### src/rtl/stat_srq_pkg.sv
package stat_srq_pkg;
   typedef enum logic [2:0] {
      OP_ESE_WR  = 3'd0,
      OP_EVT_RC  = 3'd1,
      OP_SRE_WR  = 3'd2,
      OP_STB_QRY = 3'd3,
      OP_POLL    = 3'd4
   } cmd_op_e;

   localparam int QUES_POS = 3;
   localparam int ESB_POS  = 5;
   localparam int RQS_POS  = 6;
   localparam int OPER_POS = 7;
   localparam int PON_POS  = 7;
endpackage

### src/rtl/std_evt_reg.sv
module std_evt_reg #(
   parameter int W       = 8,
   parameter int PON_BIT = 7
) (
   input  logic         clk,
   input  logic         rst_n,
   input  logic [W-1:0] set_i,
   input  logic         pon_i,
   input  logic         clr_i,
   input  logic         ena_we_i,
   input  logic [W-1:0] ena_d_i,
   output logic [W-1:0] evt_o,
   output logic         sum_o
);
   initial begin
      if (PON_BIT >= W || PON_BIT < 0) $error("PON_BIT outside event register");
   end

   logic [W-1:0] evt_q;
   logic [W-1:0] ena_q;

   for (genvar k = 0; k < W; k++) begin : g_bit
      logic set_k;
      if (k == PON_BIT) begin : g_pon
         assign set_k = set_i[k] | pon_i;
      end else begin : g_std
         assign set_k = set_i[k];
      end
      always_ff @(posedge clk) begin
         if (!rst_n)     evt_q[k] <= 1'b0;
         else if (set_k) evt_q[k] <= 1'b1;
         else if (clr_i) evt_q[k] <= 1'b0;
      end
   end

   always_ff @(posedge clk) begin
      if (!rst_n)        ena_q <= '0;
      else if (ena_we_i) ena_q <= ena_d_i;
   end

   assign evt_o = evt_q;
   assign sum_o = |(evt_q & ena_q);

   AST_EVT_KEPT: assert property (@(posedge clk) disable iff (!rst_n)
      (|set_i) |=> ((evt_q & $past(set_i)) == $past(set_i)));
   AST_EVT_STICKY: assert property (@(posedge clk) disable iff (!rst_n)
      !clr_i |=> ((evt_q & $past(evt_q)) == $past(evt_q)));
   AST_PON_SETS: assert property (@(posedge clk) disable iff (!rst_n)
      pon_i |=> evt_q[PON_BIT]);
endmodule

### src/rtl/stb_build.sv
module stb_build #(
   parameter int DATA_W = 8
) (
   input  logic              ques_i,
   input  logic              esb_i,
   input  logic              oper_i,
   input  logic [DATA_W-1:0] sre_i,
   output logic [DATA_W-1:0] stb_o,
   output logic              mss_o
);
   import stat_srq_pkg::*;

   initial begin
      if (DATA_W < 8) $error("DATA_W must hold a status byte");
   end

   for (genvar b = 0; b < DATA_W; b++) begin : g_stb
      if (b == QUES_POS) begin : g_q
         assign stb_o[b] = ques_i;
      end else if (b == ESB_POS) begin : g_e
         assign stb_o[b] = esb_i;
      end else if (b == OPER_POS) begin : g_o
         assign stb_o[b] = oper_i;
      end else begin : g_z
         assign stb_o[b] = 1'b0;
      end
   end

   assign mss_o = |(stb_o & sre_i);
endmodule

### src/rtl/srq_latch.sv
module srq_latch (
   input  logic clk,
   input  logic rst_n,
   input  logic mss_i,
   input  logic poll_i,
   output logic rqs_o
);
   logic mss_q;
   logic rqs_q;
   logic rise;

   assign rise = mss_i & ~mss_q;

   always_ff @(posedge clk) begin
      if (!rst_n) begin
         mss_q <= 1'b0;
         rqs_q <= 1'b0;
      end else begin
         mss_q <= mss_i;
         if (rise)        rqs_q <= 1'b1;
         else if (poll_i) rqs_q <= 1'b0;
      end
   end

   assign rqs_o = rqs_q;

   AST_RQS_ON_RISE: assert property (@(posedge clk) disable iff (!rst_n)
      (rqs_q && !$past(rqs_q)) |-> ($past(mss_i) && !$past(mss_q)));
   AST_POLL_CLEARS: assert property (@(posedge clk) disable iff (!rst_n)
      (poll_i && !rise) |=> !rqs_q);
endmodule

### src/rtl/stat_srq_top.sv
module stat_srq_top #(
   parameter int EVT_W  = 8,
   parameter int DATA_W = 8
) (
   input  logic              clk,
   input  logic              rst_n,
   input  logic              ques_sum_i,
   input  logic              oper_sum_i,
   input  logic [EVT_W-1:0]  evt_set_i,
   input  logic              pwr_on_i,
   input  logic              cmd_valid_i,
   input  logic [2:0]        cmd_op_i,
   input  logic [DATA_W-1:0] cmd_data_i,
   output logic              rd_valid_o,
   output logic [DATA_W-1:0] rd_data_o,
   output logic              srq_o
);
   import stat_srq_pkg::*;

   localparam logic [DATA_W-1:0] SRE_KEEP = ~(DATA_W'(1) << RQS_POS);

   initial begin
      if (EVT_W > DATA_W) $error("event register wider than data path");
      if (EVT_W <= PON_POS) $error("event register lacks power-on bit");
   end

   logic do_ese, do_rc, do_sre, do_qry, do_poll;
   assign do_ese  = cmd_valid_i && (cmd_op_i == OP_ESE_WR);
   assign do_rc   = cmd_valid_i && (cmd_op_i == OP_EVT_RC);
   assign do_sre  = cmd_valid_i && (cmd_op_i == OP_SRE_WR);
   assign do_qry  = cmd_valid_i && (cmd_op_i == OP_STB_QRY);
   assign do_poll = cmd_valid_i && (cmd_op_i == OP_POLL);

   logic [EVT_W-1:0]  evt;
   logic              esb;
   logic [DATA_W-1:0] sre_q;
   logic [DATA_W-1:0] stb;
   logic              mss;
   logic              rqs;

   std_evt_reg #(.W(EVT_W), .PON_BIT(PON_POS)) u_evt (
      .clk(clk), .rst_n(rst_n), .set_i(evt_set_i), .pon_i(pwr_on_i),
      .clr_i(do_rc), .ena_we_i(do_ese), .ena_d_i(cmd_data_i[EVT_W-1:0]),
      .evt_o(evt), .sum_o(esb));

   always_ff @(posedge clk) begin
      if (!rst_n)      sre_q <= '0;
      else if (do_sre) sre_q <= cmd_data_i & SRE_KEEP;
   end

   stb_build #(.DATA_W(DATA_W)) u_stb (
      .ques_i(ques_sum_i), .esb_i(esb), .oper_i(oper_sum_i),
      .sre_i(sre_q), .stb_o(stb), .mss_o(mss));

   srq_latch u_srq (
      .clk(clk), .rst_n(rst_n), .mss_i(mss), .poll_i(do_poll), .rqs_o(rqs));

   logic [DATA_W-1:0] rd_d;
   always_comb begin
      rd_d = '0;
      if (do_rc)        rd_d = DATA_W'(evt);
      else if (do_qry)  rd_d = stb | (DATA_W'(mss) << RQS_POS);
      else if (do_poll) rd_d = stb | (DATA_W'(rqs) << RQS_POS);
   end

   always_ff @(posedge clk) begin
      if (!rst_n) begin
         rd_valid_o <= 1'b0;
         rd_data_o  <= '0;
      end else begin
         rd_valid_o <= do_rc | do_qry | do_poll;
         rd_data_o  <= rd_d;
      end
   end

   assign srq_o = rqs;

   AST_RD_ONE_CYCLE: assert property (@(posedge clk) disable iff (!rst_n)
      rd_valid_o |-> $past(do_rc || do_qry || do_poll));
   AST_QRY_NO_SIDE: assert property (@(posedge clk) disable iff (!rst_n)
      (do_qry && !(|evt_set_i) && !pwr_on_i) |=> $stable(evt));
   AST_SRE_BIT6: assert property (@(posedge clk) disable iff (!rst_n)
      !sre_q[RQS_POS]);
endmodule

### config.mk
export PLATFORM = sky130hd
export DESIGN_NAME = stat_srq_top
export DESIGN_NICKNAME = d
export VERILOG_FILES = /design/src/rtl/stat_srq_pkg.sv /design/src/rtl/std_evt_reg.sv /design/src/rtl/stb_build.sv /design/src/rtl/srq_latch.sv /design/src/rtl/stat_srq_top.sv
export SDC_FILE = /design/constraint.sdc
export NUM_CORES = 1
export LEC_CHECK = 0
export CELL_PAD_IN_SITES_DETAIL_PLACEMENT = 1
export CELL_PAD_IN_SITES_GLOBAL_PLACEMENT = 1
export CORE_MARGIN = 10
export CORE_UTILIZATION = 33
export CTS_CLUSTER_DIAMETER = 100
export DETAILED_ROUTE_END_ITERATION = 6
export PLACE_DENSITY = 0.85
export SLEW_MARGIN = 20
export SYNTH_ARGS = -nofsm -noshare
export SYNTH_HDL_FRONTEND = slang
export SYNTH_SLANG_ARGS = --single-unit
### constraint.sdc
create_clock -name clk -period 1.5 [get_ports clk]
set_input_delay 0.15 -clock clk [delete_from_list [all_inputs] [get_ports clk]]
set_output_delay 0.15 -clock clk [all_outputs]
set_load 0.1 [all_outputs]
==> results by group, run 1 <==
Logic synthesis
  • Mean Syn Cell Area: 9.67 um^2
  • Synth Instances: 115
  • Leading area contributor after synthesis: dfxtp_1
  • Syn. warnings: 0
  • #FFs+latches synth: 30
  • Share of the synthesized area in the top cell type: 0.540
  • Mapped cell area: 0.00111 mm^2
  • Top cells by area, synth: dfxtp_1 (54%), a21oi_1 (7.6%), nand2_1 (5.7%)
  • Seq/Total Area, Yosys: 0.540
  • Synth cell types: 26
  • Mapped Nets: 140

Finish
  • Fin cells: 212
  • Layout Nets: 189
  • Fillers: 370
  • Register area: 601 um^2
  • Area Growth Syn to Fin: 57.3%
  • Multi-input logic area: 487 um^2
  • Final core utilization: 0.533
  • Fraction of layout cells with a size suffix above 1: 0.206

Global routing
  • Vias in the first global route: 1127
  • GR Overflow Total: 0
  • Largest net degree at the start of global routing: 16
  • GRT Overall Usage: 0.119
  • First-pass GRT wire length: 5700 um
  • Antenna violations before repair: 1

Power
  • Lkg Pwr: 0.000664 uW
  • VDD IR max: 0.438 mV
  • Tot Pwr: 1580 uW
  • Pwr dens: 903 mW/mm^2

Die
  • Initial core utilization: 0.339
  • Die width: 78.1 um
  • Standard-cell row count: 21
  • Core Footprint: 0.00328 mm^2
  • Die Ht: 78.1 um
  • Die ar.: 0.00609 mm^2
  • Io pins: 35

Route
  • Via/cell ratio: 4.96
  • TritonRoute pass-1 iters: 4
  • # DRC: 0
  • Antenna-violating nets left: 0
  • Routed met1 length: 1370 um
  • Initial DRC Count: 65
  • Vias: 1051
  • WL met2: 1850 um
  • Drt total wl: 3480 um
  • Metal3 WL: 142 um
  • Routed len/inst: 16.4 um
  • Highest metal used: met4

Timing
  • Final worst path period need: 1.42 ns
  • Tcrit/Tclk final: 0.946
  • Slew Viols, Final: 0
  • # setup viols final: 0
  • FMAX: 0.704 GHz
  • Hold Fails Final Rpt: 0
  • Fin Clk Skew: 0.0127 ns
  • TNS Setup: 0 ns
  • RSZ-0062 raised after global routing: no
  • Worst Tran Pin Value: 0.443 ns
  • Final Hold Slack: 0.363 ns
  • Slew HR: 0.702

Setup path
  • Worst setup SP type: register
  • Kind of cell adding the most delay to the critical path: compound AO/OA/AOI/OAI gates
  • Max FO, Critical Path: 3
  • Slowest cell on crit path: o41ai_2
  • Kind of critical path: register to register
  • Worst Path Required: 1.68 ns
  • Slowest stage delay, CP: 0.50 ns
  • CP Capture Type: register
  • Buf/Inv on CP: 0
  • CP cell instances: a22o_1 -> o41ai_2 -> a211oi_1
  • WP data arrival: 1.60 ns

Min path
  • HP Class: input pin to register

Clock network
  • Resized cells post-CTS: 0
  • CTS buffer count: 5
  • Post-CTS Setup Bufs: 0
  • CTS tree: built
  • Latest clock arrival within the worst-skew pair: 0.33 ns
  • Hold_buf cts: 0
  • Clk buf depth: 2
  • H-tree depth: 2
  • Clk pin slew, worst setup/hold paths: 0.10 ns
  • Root Driver: clkbuf_4
  • # clock sinks: 30

Placed design
  • Detailed Place HPWL: 2900 um
  • Routability cong.: 0.861
  • Placed cell count: 203
  • Port bufs: 34

Run
  • Max-cap violation count: 0

Outcome
  • Run status: finished clean
layout by cell type (no fill, tap or decap), drive strengths merged, types with 2 or more instances in the layout:
cell	synthesis	layout
nor2	13	13
a21oi	17	17
nand2	17	17
clkdlybuf4s50	0	24
nand4bb	2	2
a211oi	3	3
mux2i	3	3
dfxtp	30	30
clkinv	1	2
clkbuf	2	6
buf	2	22
a22o	6	6
and4bb	2	2
and3	4	4
layout make-up:
| class | count | share of cell area |
|---|---|---|
| Sequential cell | 30 | 0.343 |
| Antenna cell | 1 | 0.00143 |
| Clock buffer | 6 | 0.0293 |
| Timing Repair Buffer | 46 | 0.303 |
| Multi-Input combinational cell | 79 | 0.278 |
| Inverter | 2 | 0.00429 |
| Clock inverter | 2 | 0.00715 |
| Tap cell | 46 | 0.0329 |
cell families after synthesis:
| logic type | Yosys count | synth area share |
|---|---|---|
| AND/OR/NAND/NOR | 43 | 0.207 |
| AO/OA/AOI/OAI | 33 | 0.204 |
| flip-flops | 30 | 0.540 |
| buffers and inverters | 6 | 0.0225 |
| multiplexers | 3 | 0.0270 |
routing by layer:
| metal | track usage | vias up |
|---|---|---|
| met5 | 0 | - |
| met2 | 0.213 | 24 |
| met3 | 0.0364 | 8 |
| met4 | 0.0824 | 0 |
| li1 | - | 518 |
| met1 | 0.113 | 501 |
path summary, 6_finish.rpt:
kind	start	cells past startpoint	to	slack [ns]
max	u_evt.evt_o[2]$_SDFFE_PN0P_	3	rd_data_o[6]$_SDFF_PN0_	0.08
min	cmd_data_i[1]	3	u_evt.ena_q[1]$_SDFFE_PN0P_	0.36
max reg2reg	u_evt.evt_o[2]$_SDFFE_PN0P_	3	rd_data_o[6]$_SDFF_PN0_	0.08
min reg2reg	u_evt.ena_q[3]$_SDFFE_PN0P_	2	u_evt.ena_q[3]$_SDFFE_PN0P_	0.47
worst min-delay path, cell delays in order:
cell             delay (ns)
clkdlybuf4s50_1        0.40
nand2_1                0.06
a21oi_1                0.05
synthesized netlist by cell type:
cell type,instances
dfxtp_1,30
a21oi_1,17
nand2_1,17
nor2_1,13
a22o_1,6
and3_1,4
a211oi_1,3
mux2i_1,3
and4bb_2,2
buf_2,2
clkbuf_1,2
nand4bb_1,2
a211o_1,1
a21boi_0,1
a22oi_1,1
a311oi_1,1
and2_1,1
clkinv_1,1
inv_1,1
nand3b_1,1
nor4_1,1
nor4b_2,1
o22a_1,1
o2bb2ai_1,1
o41ai_2,1
or4b_1,1
per-stage QoR:
stage | setup WS [ns] | cell area, um^2
floorplan | 0.0129 | 1110
global placement | -0.102 | 1680
detailed placement | -0.141 | 1680
CTS | 0.102 | 1750
global route | 0.0404 | 1750
finish | 0.0805 | 1750
flip-flops by register name, indices dropped and copies added, names as in the netlist:
signal       flops
rd_data_o        8
u_srq.rqs_o      1
u_evt.evt_o      8
sre_q            3
u_evt.ena_q      8
u_srq.mss_q      1
rd_valid_o       1
report_power, final:
group | total, uW | switching [uW] | internal, uW
Combinational | 228 | 107 | 120
Clock | 506 | 281 | 225
Sequential | 846 | 22.4 | 824
Total | 1580 | 411 | 1170
No activity file was read; power rests on OpenSTA's default activity.
==> run 2, diff against run 1 <==
--- a/config.mk
+++ b/config.mk
@@ -11,6 +11,8 @@
 export CORE_UTILIZATION = 33
 export CTS_CLUSTER_DIAMETER = 100
 export DETAILED_ROUTE_END_ITERATION = 6
+export GPL_ROUTABILITY_DRIVEN = 1
+export MAX_ROUTING_LAYER = met4
 export PLACE_DENSITY = 0.85
 export SLEW_MARGIN = 20
 export SYNTH_ARGS = -nofsm -noshare
==> run 2 against run 1 <==
First-iteration DRC count did not move. Final cell count unchanged. Highest routed layer unchanged. Worst hold slack stayed put. Combinational power about the same. Clock-buffer cell count unchanged. Flip-flop and latch count unchanged. Die area is the same. Utilization did not move. Critical path depth stayed put. Sequential power about the same. Largest cell class unchanged. Register-to-register slack is essentially flat.
==> results by group, run 2 (synthesis results as in run 1) <==
Timing
  • Slew Viols, Final: 0 (unchanged)
  • Slew HR: 0.702 (unchanged)
  • Final Hold Slack: 0.363 ns (unchanged)
  • Hold Fails Final Rpt: 0 (unchanged)
  • RSZ-0062 raised after global routing: no
  • Fin Clk Skew: 0.0127 ns (unchanged)
  • Worst Tran Pin Value: 0.443 ns (unchanged)
  • FMAX: 0.704 GHz (unchanged)
  • Tcrit/Tclk final: 0.946 (unchanged)
  • Final worst path period need: 1.42 ns (unchanged)
  • Final critical-path setup slack: 0.0805 ns (unchanged)
  • # setup viols final: 0 (unchanged)

Die
  • Core Footprint: 0.00328 mm^2 (unchanged)
  • Initial core utilization: 0.339 (unchanged)
  • Standard-cell row count: 21 (unchanged)
  • Io pins: 35 (unchanged)
  • Die Ht: 78.1 um (unchanged)
  • Die width: 78.1 um (unchanged)
  • Die ar.: 0.00609 mm^2 (unchanged)

Clock network
  • H-tree depth: 2 (unchanged)
  • CTS buffer count: 5 (unchanged)
  • # clock sinks: 30 (unchanged)
  • Clk buf depth: 2 (unchanged)
  • Hold_buf cts: 0 (unchanged)
  • CTS tree: built
  • Clk pin slew, worst setup/hold paths: 0.10 ns (about the same)
  • Post-CTS Setup Bufs: 0 (unchanged)
  • Resized cells post-CTS: 0 (unchanged)
  • Latest clock arrival within the worst-skew pair: 0.33 ns (about the same)
  • Root Driver: clkbuf_4

Route
  • Via/cell ratio: 4.96 (unchanged)
  • Vias: 1051 (unchanged)
  • TritonRoute pass-1 iters: 4 (unchanged)
  • # DRC: 0 (unchanged)
  • Routed len/inst: 16.4 um (unchanged)
  • Antenna-violating nets left: 0 (unchanged)
  • Drt total wl: 3480 um (unchanged)
  • Initial DRC Count: 65 (unchanged)

Setup path
  • Worst Path Required: 1.68 ns (about the same)
  • Worst setup SP type: register
  • Max FO, Critical Path: 3 (unchanged)
  • Kind of critical path: register to register
  • CP Capture Type: register
  • WP data arrival: 1.60 ns (about the same)

Finish
  • Most frequent cells in the layout: dfxtp_1 (30), clkdlybuf4s50_1 (24), nand2_1 (17), a21oi_1 (17), nor2_1 (13)
  • Fraction of layout cells with a size suffix above 1: 0.206 (unchanged)
  • Commonest non-fill, non-tap cell in the layout: dfxtp_1
  • Layout Nets: 189 (unchanged)
  • Area Growth Syn to Fin: 57.3% (unchanged)

Outcome
  • Run status: finished clean

Placed design
  • Routability cong.: 0.875 (+1.6%)
  • Detailed Place HPWL: 2900 um (unchanged)
  • Port bufs: 34 (unchanged)
  • Pre-CTS setup slack: -0.141 ns (unchanged)

Global routing
  • Vias in the first global route: 1128 (+0.089%)
  • Largest net degree at the start of global routing: 16 (unchanged)
  • GR Overflow Total: 0 (unchanged)
  • First-pass GRT wire length: 5690 um (-0.12%)
  • Antenna violations before repair: 1 (unchanged)
  • GRT Overall Usage: 0.122 (+0.00343)

Run
  • Max-cap violation count: 0 (unchanged)

Power
  • VDD IR max: 0.438 mV (unchanged)
  • Tot Pwr: 1580 uW (unchanged)
  • Pwr dens: 903 mW/mm^2 (unchanged)
  • Lkg Pwr: 0.000664 uW (unchanged)

Min path
  • HP Class: input pin to register
run 2: worst paths after layout:
kind	cells after the start	end	slack, ns	start
hold reg to reg	2	u_evt.ena_q[3]$_SDFFE_PN0P_	0.47	u_evt.ena_q[3]$_SDFFE_PN0P_
setup / recovery	3	rd_data_o[6]$_SDFF_PN0_	0.08	u_evt.evt_o[2]$_SDFFE_PN0P_
hold / removal	3	u_evt.ena_q[1]$_SDFFE_PN0P_	0.36	cmd_data_i[1]
setup reg to reg	3	rd_data_o[6]$_SDFF_PN0_	0.08	u_evt.evt_o[2]$_SDFFE_PN0P_
run 2: critical path, cell delays in order, from the launching register on:
cell and delay, ns:
dfxtp_1 0.35, a22o_1 0.24, o41ai_2 0.50, a211oi_1 0.17
run 2: metal layers:
metal  track usage  vias up  share of wire  wire length [um]
met5             -        -              0                 0
met4        0.0824        0          0.033               116
met3        0.0376        8          0.043               149
met2         0.213       24           0.53              1850
met1         0.113      501           0.39              1360
li1              -      518              -                 -
run 2: cell type report:
cell class | count | area (um^2)
Inverter | 2 | 7.51
Clock inverter | 2 | 12.5
Sequential cell | 30 | 601
Multi-Input combinational cell | 79 | 487
Timing Repair Buffer | 46 | 531
Tap cell | 46 | 57.6
Antenna cell | 1 | 2.50
Clock buffer | 6 | 51.3
Fill cell | 370 | 1540
run 2: metrics by stage:
step	instance area, um^2	utilization	setup TNS (ns)	instances
after global routing	1750	0.533	0	212
final	1750	0.533	0	212
after detailed placement	1680	0.512	-2.14	203
after global placement	1680	0.512	-1.04	203
after CTS	1750	0.532	0	211
after floorplan	1110	-	0	115
run 2: where the power goes:
group          leakage [uW]  total [uW]  switching [uW]  internal, uW
logic              0.000384         228             107           120
clock network     0.0000343         506             281           225
registers          0.000245         846            22.4           824
==> run 3, diff against run 2 <==
--- a/config.mk
+++ b/config.mk
@@ -9,11 +9,12 @@
 export CELL_PAD_IN_SITES_GLOBAL_PLACEMENT = 1
 export CORE_MARGIN = 10
 export CORE_UTILIZATION = 33
-export CTS_CLUSTER_DIAMETER = 100
+export CTS_CLUSTER_DIAMETER = 60
 export DETAILED_ROUTE_END_ITERATION = 6
 export GPL_ROUTABILITY_DRIVEN = 1
 export MAX_ROUTING_LAYER = met4
 export PLACE_DENSITY = 0.85
+export RECOVER_POWER = 100
 export SLEW_MARGIN = 20
 export SYNTH_ARGS = -nofsm -noshare
 export SYNTH_HDL_FRONTEND = slang
==> run 3 against run 2 <==
Die area did not move. Combinational power shrank 8%. Sequential share of layout area rose by 3.5 points. Critical path depth stayed put. Total power is 1.4% lower. Flip-flop and latch count did not move. Clock skew is essentially flat. Fmax increased by 0.48%. Register-to-register slack about the same. Largest power group unchanged. Utilization down 4.9 points.
==> results by group, run 3 (synthesis results as in run 1) <==
Power
  • Lkg Pwr: 0.000624 uW (-6.1%)
  • Tot Pwr: 1560 uW (-1.4%)
  • Pwr dens: 981 mW/mm^2 (+8.6%)
  • VDD IR max: 0.438 mV (about the same)

Global routing
  • Largest net degree at the start of global routing: 16 (unchanged)
  • GR Overflow Total: 0 (unchanged)
  • Vias in the first global route: 1128 (unchanged)
  • GRT Overall Usage: 0.122 (unchanged)
  • First-pass GRT wire length: 5690 um (unchanged)
  • Antenna violations before repair: 1 (unchanged)

Route
  • Initial DRC Count: 89 (+37%)
  • TritonRoute pass-1 iters: 4 (unchanged)
  • Drt total wl: 3530 um (+1.6%)
  • Routed len/inst: 16.7 um (+1.6%)
  • Antenna-violating nets left: 0 (unchanged)
  • # DRC: 0 (unchanged)
  • Via/cell ratio: 4.95 (-0.19%)
  • Vias: 1049 (-0.19%)

Timing
  • Tcrit/Tclk final: 0.942 (-0.00452)
  • Worst Tran Pin Value: 0.553 ns (+0.110 ns)
  • # setup viols final: 0 (unchanged)
  • Slew HR: 0.633 (-0.0688)
  • FMAX: 0.708 GHz (+0.48%)
  • Slew Viols, Final: 0 (unchanged)
  • Final Hold Slack: 0.363 ns (+0.000289 ns)
  • RSZ-0062 raised after global routing: no
  • Final worst path period need: 1.41 ns (-0.00677 ns)
  • Hold Fails Final Rpt: 0 (unchanged)
  • Fin Clk Skew: 0.0128 ns (+0.000172 ns)

Die
  • Die width: 78.1 um (unchanged)
  • Core Footprint: 0.00328 mm^2 (unchanged)
  • Standard-cell row count: 21 (unchanged)
  • Io pins: 35 (unchanged)
  • Die Ht: 78.1 um (unchanged)
  • Die ar.: 0.00609 mm^2 (unchanged)
  • Initial core utilization: 0.339 (unchanged)

Placed design
  • Post-DP Area: 0.00168 mm^2 (unchanged)
  • Port bufs: 34 (unchanged)
  • Routability cong.: 0.875 (unchanged)
  • Detailed Place HPWL: 2900 um (unchanged)

Setup path
  • Reg-to-reg slack, setup: 0.09 ns (about the same)
  • Reg2Reg Depth: 3 (unchanged)
  • Worst setup path startpoint: u_evt.evt_o[2]$_SDFFE_PN0P_
  • Max FO, Critical Path: 3 (unchanged)
  • WP data arrival: 1.59 ns (about the same)
  • RR Startpoint: u_evt.evt_o[2]$_SDFFE_PN0P_
  • Worst Path Required: 1.68 ns (about the same)
  • Worst setup SP type: register
  • Worst reg2reg endpoint: rd_data_o[6]$_SDFF_PN0_
  • Kind of critical path: register to register
  • CP Capture Type: register

Min path
  • Hold_sp: cmd_data_i[1]
  • HP Class: input pin to register
  • WHS Endpoint: u_evt.ena_q[1]$_SDFFE_PN0P_
  • Worst hold stages: 3 (unchanged)

Finish
  • Fraction of layout cells with a size suffix above 1: 0.176 (-0.0303)
  • Fin area: 0.00159 mm^2 (-9.2%)
  • Fillers: 392 (+5.9%)
  • Layout Nets: 189 (unchanged)
  • Most frequent cells in the layout: dfxtp_1 (30), clkdlybuf4s50_1 (23), nand2_1 (17), a21oi_1 (17), nor2_1 (13)
  • Commonest non-fill, non-tap cell in the layout: dfxtp_1
  • Area Growth Syn to Fin: 42.7%
  • Final core utilization: 0.483 (-0.0491)

Clock network
  • # clock sinks: 30 (unchanged)
  • Root Driver: clkbuf_4
  • Post-CTS Setup Bufs: 0 (unchanged)
  • Clk buf depth: 2 (unchanged)
  • CTS buffer count: 5 (unchanged)
  • CTS tree: built
  • H-tree depth: 2 (unchanged)
  • Hold_buf cts: 0 (unchanged)
  • Latest clock arrival within the worst-skew pair: 0.33 ns (about the same)
  • Resized cells post-CTS: 0 (unchanged)
  • Clk pin slew, worst setup/hold paths: 0.10 ns (about the same)

Run
  • Max-cap violation count: 0 (unchanged)

Outcome
  • Run status: finished clean
[run 3: changes by cell type in the layout (fill, tap and decap cells not counted), sizes merged]
cell           delta
buf              -13
clkbuf           +13
clkdlybuf4s50     -1
dlygate4sd3       +1
[run 3: worst max-delay path by stage]
stage | end | slack (ns) | cells after the start
after detailed placement | u_evt.ena_q[0]$_SDFFE_PN0P_ | -0.14 | 4
after global routing | rd_data_o[3]$_SDFF_PN0_ | 0.03 | 5
after CTS | rd_data_o[6]$_SDFF_PN0_ | 0.10 | 3
after floorplan | rd_data_o[6]$_SDFF_PN0_ | 0.01 | 3
final | rd_data_o[6]$_SDFF_PN0_ | 0.09 | 3
after global placement | u_evt.ena_q[3]$_SDFFE_PN0P_ | -0.10 | 4
[run 3: worst max-delay path, stage by stage, from the launching register on]
cell      delay [ns]
dfxtp_1         0.35
a22o_1          0.24
o41ai_2         0.50
a211oi_1        0.17
[run 3: where the power goes]
group | internal, uW | switching, uW
sequential | 824 | 19.3
clock | 225 | 281
combinational | 101 | 108
total | 1150 | 408
[run 3: per-layer routing]
metal,share of wire,global-route usage,up-vias
met3,0.028,0.0376,8
met4,0.033,0.0824,0
li1,-,-,517
met5,0,-,-
met1,0.42,0.113,495
met2,0.52,0.213,29
[run 3: stage by stage]
step | instances | setup WS (ns) | setup TNS [ns]
floorplan | 115 | 0.0129 | 0
detailed placement | 203 | -0.141 | -2.14
global placement | 203 | -0.102 | -1.04
global route | 212 | 0.0298 | 0
CTS | 211 | 0.102 | 0
finish | 212 | 0.0873 | 0
[run 3: final cells by class]
class                           instances  area [um^2]  share of cell area
Sequential cell                        30          601               0.378
Multi-Input combinational cell         79          487               0.307
Timing Repair Buffer                   46          369               0.232
Tap cell                               46         57.6              0.0362
Clock buffer                            6         51.3              0.0323
Clock inverter                          2         12.5             0.00788
Inverter                                2         7.51             0.00473
Antenna cell                            1         2.50             0.00158
